<file path="config.mk">
export PLATFORM = sky130hd
export DESIGN_NAME = dmaRunCtl
export DESIGN_NICKNAME = d
export VERILOG_FILES = /design/src/rtl/dmarc_pkg.sv /design/src/rtl/dmarcCtl.sv /design/src/rtl/dmarcData.sv /design/src/rtl/dmaRunCtl.sv
export SDC_FILE = /design/constraint.sdc
export NUM_CORES = 1
export LEC_CHECK = 0
export BUFFER_PORTS_ARGS = -buffer_cell sky130_fd_sc_hd__clkbuf_2
export CORE_AREA = 5 5 68 70
export CTS_BUF_LIST = sky130_fd_sc_hd__clkbuf_8
export DETAILED_ROUTE_END_ITERATION = 8
export DIE_AREA = 0 0 73 75
export GPL_TIMING_DRIVEN = 0
export SLEW_MARGIN = 20
export SYNTH_ARGS = -nofsm -noshare
export SYNTH_HDL_FRONTEND = slang
export SYNTH_SLANG_ARGS = --single-unit
export TNS_END_PERCENT = 30
</file>
<file path="constraint.sdc">
create_clock -name clk -period 3 [get_ports clk]
set_input_delay 0.3 -clock clk [delete_from_list [all_inputs] [get_ports clk]]
set_output_delay 0.3 -clock clk [all_outputs]
set_load 0.02 [all_outputs]
</file>
<file path="src/rtl/dmarc_pkg.sv">
package dmarc_pkg;
  // Status bit positions; the engine and software polls decode these.
  localparam int BIT_RUN    = 15;
  localparam int BIT_PAUSE  = 14;
  localparam int BIT_FLUSH  = 13;
  localparam int BIT_WAKE   = 12;
  localparam int BIT_DEAD   = 11;
  localparam int BIT_ACTIVE = 10;
  localparam int BIT_BT     = 8;
  localparam int HALF_W     = 16;
  localparam int WORD_W     = 32;

  // Bits 15:10 all selected and all zero form a reset request.
  localparam logic [HALF_W-1:0] RESET_SEL = 16'hFC00;

  typedef struct packed {
    logic              wr;
    logic              rstReq;
    logic [HALF_W-1:0] sel;
    logic [HALF_W-1:0] val;
  } ctlStrobe_t;
endpackage

</file>
<file path="src/rtl/dmarcCtl.sv">
module dmarcCtl
  import dmarc_pkg::*;
#(
  parameter int ADDR_W   = 4,
  parameter int CTRL_IDX = 0,
  parameter int STAT_IDX = 1
) (
  input  logic              clk,
  input  logic              rstN,
  input  logic              regWrEn,
  input  logic [ADDR_W-1:0] regAddr,
  input  logic [WORD_W-1:0] regWrData,
  input  logic [HALF_W-1:0] statusWord,
  output ctlStrobe_t        strobe,
  output logic [WORD_W-1:0] regRdData
);
  localparam logic [ADDR_W-1:0] CTRL_A = ADDR_W'(CTRL_IDX);
  localparam logic [ADDR_W-1:0] STAT_A = ADDR_W'(STAT_IDX);

  logic ctrlHit;
  logic [HALF_W-1:0] selPart;
  logic [HALF_W-1:0] valPart;

  assign ctrlHit = regWrEn && (regAddr == CTRL_A);
  assign selPart = regWrData[WORD_W-1:HALF_W];
  assign valPart = regWrData[HALF_W-1:0];

  always_comb begin
    strobe.wr     = ctrlHit;
    strobe.sel    = selPart;
    strobe.val    = valPart;
    strobe.rstReq = ctrlHit
                    && ((selPart & RESET_SEL) == RESET_SEL)
                    && ((valPart & RESET_SEL) == '0);
  end

  always_comb begin
    regRdData = '0;
    if (regAddr == STAT_A) begin
      regRdData[HALF_W-1:0] = statusWord;
    end
  end

  // the upper half and bit 9 never read back as one.
  p_rd_reserved_r9: assert property (@(posedge clk) disable iff (!rstN)
    (regRdData[WORD_W-1:HALF_W] == '0) && !regRdData[9]);
endmodule

</file>
<file path="src/rtl/dmarcData.sv">
module dmarcData
  import dmarc_pkg::*;
#(
  parameter int DEV_W = 8
) (
  input  logic              clk,
  input  logic              rstN,
  input  ctlStrobe_t        strobe,
  input  logic              beatBusy,
  input  logic              actSet,
  input  logic              actClr,
  input  logic              deadSet,
  input  logic              btSet,
  input  logic              btClr,
  input  logic [DEV_W-1:0]  devSet,
  input  logic [DEV_W-1:0]  devClr,
  input  logic              flushDone,
  input  logic              wakeDone,
  output logic [HALF_W-1:0] statusWord
);
  logic run, pause, flush, wake, dead, active, bt;
  logic runN, pauseN, flushN, wakeN, deadN, activeN, btN;
  logic [DEV_W-1:0] dev, devN;

  function automatic logic swPick(input logic cur, input int idx, input ctlStrobe_t s);
    return (s.wr && s.sel[idx]) ? s.val[idx] : cur;
  endfunction

  always_comb begin
    runN   = swPick(run, BIT_RUN, strobe);
    pauseN = swPick(pause, BIT_PAUSE, strobe);
    flushN = swPick(flush && !flushDone, BIT_FLUSH, strobe);
    wakeN  = swPick(wake && !wakeDone, BIT_WAKE, strobe);
    if (strobe.rstReq) begin
      runN = 1'b0; pauseN = 1'b0; flushN = 1'b0; wakeN = 1'b0;
    end
    deadN = (dead || deadSet) && !strobe.rstReq;
    activeN = active;
    if (run && actSet) activeN = 1'b1;
    if (actClr) activeN = 1'b0;
    if (!run && !beatBusy) activeN = 1'b0;
    btN = (bt || btSet) && !btClr;
  end

  // Device status: one lane per bit; engine set beats clear, software beats both.
  for (genvar k = 0; k < DEV_W; k++) begin : g_dev
    logic hwNext;
    assign hwNext  = devSet[k] || (dev[k] && !devClr[k]);
    assign devN[k] = (strobe.wr && strobe.sel[k]) ? strobe.val[k] : hwNext;
  end

  always_ff @(posedge clk) begin
    if (!rstN) begin
      run <= 1'b0; pause <= 1'b0; flush <= 1'b0; wake <= 1'b0;
      dead <= 1'b0; active <= 1'b0; bt <= 1'b0; dev <= '0;
    end else begin
      run <= runN; pause <= pauseN; flush <= flushN; wake <= wakeN;
      dead <= deadN; active <= activeN; bt <= btN; dev <= devN;
    end
  end

  always_comb begin
    statusWord = '0;
    statusWord[BIT_RUN]    = run;
    statusWord[BIT_PAUSE]  = pause;
    statusWord[BIT_FLUSH]  = flush;
    statusWord[BIT_WAKE]   = wake;
    statusWord[BIT_DEAD]   = dead;
    statusWord[BIT_ACTIVE] = active;
    statusWord[BIT_BT]     = bt;
    statusWord[DEV_W-1:0]  = dev;
  end

  // an idle bus with RUN low retires ACTIVE on the next edge.
  p_active_drop_r6: assert property (@(posedge clk) disable iff (!rstN)
    active && !run && !beatBusy |=> !active);
  // a control write alone never moves BT.
  p_bt_write_ignored_r3: assert property (@(posedge clk) disable iff (!rstN)
    strobe.wr && !btSet && !btClr |=> $stable(bt));
  // DEAD moves only on an engine set or a reset request.
  p_dead_owned_r4: assert property (@(posedge clk) disable iff (!rstN)
    !deadSet && !strobe.rstReq |=> $stable(dead));
  // a stop request leaves RUN and FLUSH low.
  p_stop_clears_r5: assert property (@(posedge clk) disable iff (!rstN)
    strobe.wr && strobe.sel[BIT_RUN] && strobe.sel[BIT_FLUSH]
      && !strobe.val[BIT_RUN] && !strobe.val[BIT_FLUSH] |=> !run && !flush);
  // a drained flush clears unless software selects FLUSH that cycle.
  p_flush_self_r7: assert property (@(posedge clk) disable iff (!rstN)
    flushDone && !(strobe.wr && strobe.sel[BIT_FLUSH]) |=> !flush);
  // after a reset request the control flags are all low.
  p_reset_req_r4: assert property (@(posedge clk) disable iff (!rstN)
    strobe.rstReq |=> !run && !pause && !flush && !wake && !dead);
endmodule

</file>
<file path="src/rtl/dmaRunCtl.sv">
module dmaRunCtl
  import dmarc_pkg::*;
#(
  parameter int ADDR_W = 4,
  parameter int DEV_W  = 8
) (
  input  logic              clk,
  input  logic              rstN,
  input  logic              regWrEn,
  input  logic [ADDR_W-1:0] regAddr,
  input  logic [31:0]       regWrData,
  output logic [31:0]       regRdData,
  input  logic              beatBusy,
  input  logic              actSet,
  input  logic              actClr,
  input  logic              deadSet,
  input  logic              btSet,
  input  logic              btClr,
  input  logic [DEV_W-1:0]  devSet,
  input  logic [DEV_W-1:0]  devClr,
  input  logic              flushDone,
  input  logic              wakeDone,
  output logic              runOut,
  output logic              pauseOut,
  output logic              flushOut,
  output logic              wakeOut
);
  ctlStrobe_t        strobe;
  logic [HALF_W-1:0] statusWord;

  dmarcCtl #(.ADDR_W(ADDR_W), .CTRL_IDX(0), .STAT_IDX(1)) uCtl (
    .clk(clk), .rstN(rstN), .regWrEn(regWrEn), .regAddr(regAddr),
    .regWrData(regWrData), .statusWord(statusWord),
    .strobe(strobe), .regRdData(regRdData)
  );

  dmarcData #(.DEV_W(DEV_W)) uData (
    .clk(clk), .rstN(rstN), .strobe(strobe), .beatBusy(beatBusy),
    .actSet(actSet), .actClr(actClr), .deadSet(deadSet),
    .btSet(btSet), .btClr(btClr), .devSet(devSet), .devClr(devClr),
    .flushDone(flushDone), .wakeDone(wakeDone), .statusWord(statusWord)
  );

  assign runOut   = statusWord[BIT_RUN];
  assign pauseOut = statusWord[BIT_PAUSE];
  assign flushOut = statusWord[BIT_FLUSH];
  assign wakeOut  = statusWord[BIT_WAKE];
endmodule

</file>
==> run metrics, run 1 <==
Avg Cell Area, Syn=around 9.1 µm²; initial antenna violation count=0; wire length on met3=~340 µm; compound-cell area share of the yosys netlist=between 10% and 20%; synthesized area=around 1100 µm²; Netlist cell types=27; share of the synthesized area in the top cell type=around 27%; post-route cell area=between 1500 and 2000 µm²; mux cell area share after synthesis=0%; Worst EP arrival=1550 ps; status=completed; Routed Antenna Nets=0; WL final=roughly 3700 µm; GPL Wtd Cong=about 0.76; via count=between 1,000 and 1,500; Worst slew margin=65.29%; dominant cells by area after synthesis=dfxtp_1 (27%), buf_4 (13%), nor4b_2 (11%); min-delay src=btClr; register bit total from synthesis=15; Tcrit/Tclk final=61.62%; Final TNS setup=0 ps; Nets=282; worst-margin pin slew=around 520 ps; total power=between 0.0005 and 0.0006 W; WL met2=1859 µm; critical path startpoint category=primary input; Final Skew=roughly 0.24 ps; largest net degree at the start of global routing=11; Crit-path slowest cell=clkbuf_1; Post-Synth Simple-Gate Area=around 39%; vias per std cell=around 4.5; maximum vdd drop=roughly 0.00018 V; adder-cell area share of the yosys netlist=0%; worst-path maximum fanout=10; top-count cell post-synth=buf_4; TritonCTS buffer count=3; # Max-Cap Violations=0; Post-synth top cells=buf_4 (19), and3_1 (15), dfxtp_1 (15); Die Wd=around 73 µm; RSZ-0062 raised after global routing=no; Max Fclk=approximately 540 MHz; vias in the first global route=1,269; Crit. Startpoint=regAddr[1]; Post-synth EDFFs=0; worst r2r src=uData.flush$_SDFF_PP0_; Hold Path Class=primary input to register; Inserted Diodes=0; crit-path most repeated cell=clkbuf_2; PD cells=307.9 nW/µm²; 1st-iter DRT viols=26; hold_ws=~210 ps; num rows=23; post-route setup slack=approximately 1200 ps; DIE AREA=5475 µm²; Post-DP HPWL=3000 µm; Final Hold Fails=0; DP Worst Slack=~1200 ps; cell accounting for the most synthesized area=dfxtp_1; H-Tree Depth=1; crit-path cells=clkbuf_2 -> nor3_2 -> buf_4 -> clkbuf_1 -> and3_1 -> clkbuf_2; top-level port count=slightly below 100; post-CTS setup buffer count=0; crit path kind=primary input to output pin; # DRC=0; Cells after Synth=approximately 120; Max Slew Vio Count=0; sequential fraction of the synthesis area=between 20 and 30%; Worst path max stage delay=about 340 ps; clock latency on the worst-skew pair=240 ps; total grt overflow=0; max layer used=met4; M1 WL=roughly 1500 µm; Crit. End Element=output pin; async set or reset register ratio after synthesis=0%; DR WL/cell=13.78 µm; Die H=between 70 and 80 µm; First-pass DRT Iterations=4; xor/xnor cell area share of the yosys netlist=0%; layout cell share with drive strength beyond 1=54.13%; Main synth FF type=dfxtp_1; Tmin final=around 1800 ps; first-pass GRT wire length=just under 6000 µm; post-cts resize count=0; Worst EP required=2700 ps; Clock transition at path regs=60 ps; All-Layer GR Usage=between 10% and 20%; Root Buffer=clkbuf_8; YS warnings=0; Area after DPL=1610 µm²; Starting Density=28.16%; Clock Path Buffers=2; CTS Sinks=15; leakage power=0.8509 nW; CTS tree=done; combinational family with the most area after synthesis=simple AND/OR/NAND/NOR gates; CTS Hold Bufs=0; Core ar.=3914 µm²; Final setup viols=0; Syn-to-layout area delta=50.28%; Port Buffers=77
## power breakdown
| part | internal (W) | leakage [nW] | switching, W |
|---|---|---|---|
| registers | 0.000209 | 0.124 | 0.00000359 |
| clock network | 0.0000919 | 0.0255 | 0.0000712 |
| logic | 0.0000643 | 0.702 | 0.0000705 |
## worst paths after layout
| path | cells after the start | slack (ps) | end |
|---|---|---|---|
| hold / removal | 2 | 210 | uData.bt$_SDFF_PN0_ |
| hold reg to reg | 2 | 480 | uData.active$_SDFFE_PP0P_ |
| setup / recovery | 6 | 1150 | regRdData[2] |
| setup reg to reg | 3 | 1940 | uData.flush$_SDFF_PP0_ |
## worst max-delay path, delay by kind of cell
kind | cells | cell delay, ps
buf+inv | 4 | 820
simple gates | 2 | 420
## registers in the layout (all words and copies together), names as in the netlist
name and flops:
uData.run 1, uData.flush 1, uData.dead 1, uData.pause 1, uData.bt 1, uData.active 1
uData.wake 1, uData.dev 8
## cell type report
class,count,area [µm²]
clock inverter,1,5.005
clock buffer,3,41.29
multi-input combinational,92,661.9
fill,450,2257
inverter,5,18.77
sequential,15,300.3
timing repair buffer,77,385.4
tap,50,62.56
buffer,25,181.4
## metrics by stage
stage | utilization [%] | instances
6_report | 42.33 | 268
5_1_grt | 42.33 | 268
4_1_cts | 42.33 | 268
3_5_place_dp | 41.14 | 264
3_3_place_gp | 41.14 | 264
2_1_floorplan | - | 137
## cell families after synthesis
group / count (synthesis)
AO/OA/AOI/OAI: 19
buffers and inverters: 30
flip-flops: 15
other: 1
AND/OR/NAND/NOR: 56
## placed cells by master, fill, tap and decap left out, types with 2 or more instances in the layout
cell type,instances
nor2_1,2
nor2b_1,8
nor3_2,3
clkbuf_8,3
dfxtp_1,15
a311oi_1,8
nor3_1,9
o31ai_2,2
conb_1,17
and3_1,15
buf_4,19
inv_1,5
a221oi_1,4
nand4_1,4
clkbuf_1,3
clkbuf_2,77
buf_6,2
a311o_1,2
a211oi_1,2
nor4b_2,8
## routing by layer
metal  global-route usage, %  vias to the layer above
met1                   16.46                      522
met2                   24.33                       55
met5                       0                        -
met3                   3.204                        2
li1                        -                      622
met4                   4.303                        0
Power figures use the tool's default switching activity.
==> run 2, diff against run 1 <==
Settings changed: PLACE_DENSITY from default to 0.66.
Clock period 3 ns to 1.59 ns, I/O delays scaled along.
==> run 2 against run 1 <==
Clock skew barely moved; largest power group unchanged; final area decreased by 0.30%; combinational power up 87%; count of clock-buffer cells in the layout stayed put; cell count is 0.37% lower; worst setup slack got worse by 950 ps; non-clock buffer count fell by 1; sequential share of layout area rose by 0.055 points; largest cell class unchanged.
==> run metrics, run 2 (synthesis results as in run 1) <==
Die H=75 µm (unchanged); PD cells=578.8 nW/µm² (+88%); Tcrit/Tclk final=between 80% and 90%; Starting Density=28.16% (unchanged); maximum vdd drop=0.0003137 V (+72%); Hold Path Class=primary input to register; 1st-iter DRT viols=33 (+27%); CTS Sinks=15 (unchanged); Final Skew=0.1867 ps (-0.05754 ps); top-level port count=99 (unchanged); delay-heaviest family, CP=buffers and inverters; layout cell share with drive strength beyond 1=53.92% (-0.21 points); crit path kind=primary input to output pin; via count=1,227 (+2.2%); Clock transition at path regs=60 ps (about the same); Final Hold Fails=0 (unchanged); DIE AREA=5475 µm² (unchanged); # DRC=0 (unchanged); status=completed; Inserted Diodes=0 (unchanged); Final setup viols=0 (unchanged); RSZ-0062 raised after global routing=no; DR WL/cell=13.44 µm (-2.4%); CP bufs+invs=4 (unchanged); Routed Antenna Nets=0 (unchanged); H-Tree Depth=1 (unchanged); All-Layer GR Usage=12.79% (-0.97 points); Die Wd=73 µm (unchanged); Clock Path Buffers=2 (unchanged); Tmin final=1390 ps; # Max-Cap Violations=0 (unchanged); commonest non-fill, non-tap cell in the layout=clkbuf_2; worst-path maximum fanout=19 (+9); Max Fclk=around 720 MHz; CTS Hold Bufs=0 (unchanged); Worst path max stage delay=260 ps (-80 ps); crit-path most repeated cell=clkbuf_2; Root Buffer=clkbuf_8; post-route cell area=1652 µm² (-0.30%); crit-path cells=clkbuf_2 -> nor3_2 -> buf_4 -> buf_6 -> and3_1 -> clkbuf_2; total grt overflow=0 (unchanged); Worst EP required=1430 ps (-1270 ps); first-pass GRT wire length=5520 µm (-5.7%); Syn-to-layout area delta=49.83%; Post-DP HPWL=2957 µm (-1.4%); Core ar.=3914 µm² (unchanged); initial antenna violation count=0 (unchanged); vias per std cell=4.596 (+2.5%); Port Buffers=77 (unchanged); most frequent cells in the layout=clkbuf_2 (77), buf_4 (19), conb_1 (17); Worst EP arrival=1230 ps (-320 ps); final core occ=42.20% (-0.13 points); largest net degree at the start of global routing=20 (+9); First-pass DRT Iterations=4 (unchanged); Crit. End Element=output pin; GPL Wtd Cong=0.7850 (+3.4%); Final TNS setup=0 ps (unchanged); num rows=23 (unchanged); max reg flops=8 (unchanged); critical path startpoint category=primary input; Reg with most FFs=uData.dev; Area after DPL=1610 µm² (unchanged); WL final=3589 µm (-2.8%); leakage power=0.8512 nW (about the same); post-CTS setup buffer count=0 (unchanged); CTS tree=done; Nets=281 (-0.35%); vias in the first global route=1,230 (-3.1%); Crit-path slowest cell=buf_4; Max Slew Vio Count=0 (unchanged); post-cts resize count=0 (unchanged); TritonCTS buffer count=3 (unchanged); clock latency on the worst-skew pair=240 ps (about the same)
-- run 2: cell count changes in the layout (fill, tap and decap cells not counted), sizes merged --
cell    previous run  this run
clkbuf            83        82
clkinv             1         0
inv                5         6
-- run 2: path summary, 6_finish.rpt --
kind                                from                      to  slack [ps]  cells past startpoint
setup / recovery              regAddr[1]            regRdData[0]         200                      6
hold / removal                     btClr     uData.bt$_SDFF_PN0_          70                      2
setup reg to reg  uData.flush$_SDFF_PP0_  uData.flush$_SDFF_PP0_         500                      3
hold reg to reg      uData.bt$_SDFF_PN0_     uData.bt$_SDFF_PN0_         490                      2
-- run 2: stage by stage --
stage                     hold slack [ps]  setup WS (ps)  power [W]  cells
after floorplan                     235.8          429.5  0.0005553    137
after global placement              322.4          25.51  0.0006618    264
after detailed placement            326.3         -11.55  0.0006638    264
after CTS                           64.82          175.1  0.0009685    267
after global routing                70.94          88.56   0.001004    267
final                               68.80          200.0  0.0009560    267
-- run 2: layer usage --
| metal | wire [µm] | vias to the layer above | track usage, % |
|---|---|---|---|
| li1 | - | 621 | - |
| met1 | 1458 | 555 | 15.84 |
| met2 | 1827 | 49 | 23.24 |
| met3 | 270 | 2 | 1.335 |
| met4 | 33 | 0 | 3.893 |
| met5 | 0 | - | 0 |
-- run 2: power by group --
group / switching [W] / leakage (nW) / internal (W)
clock: 0.000132 / 0.0269 / 0.000171
combinational: 0.000132 / 0.700 / 0.000121
sequential: 0.00000662 / 0.124 / 0.000394
-- run 2: area by class of cell --
| cell class | count | area [µm²] |
|---|---|---|
| plain buffers | 24 | 177.7 |
| clock buffers | 3 | 41.29 |
| clock inverters | 1 | 3.754 |
| fillers | 417 | 2262 |
| inverters | 5 | 18.77 |
| multi-input cells | 92 | 661.9 |
| flip-flops and latches | 15 | 300.3 |
| well taps | 50 | 62.56 |
| repair buffers | 77 | 385.4 |
-- run 2: worst register-to-register path, stage by stage (launching register included) --
cell and delay [ps]:
dfxtp_1 360, inv_1 50, a311o_1 310, a221oi_1 270
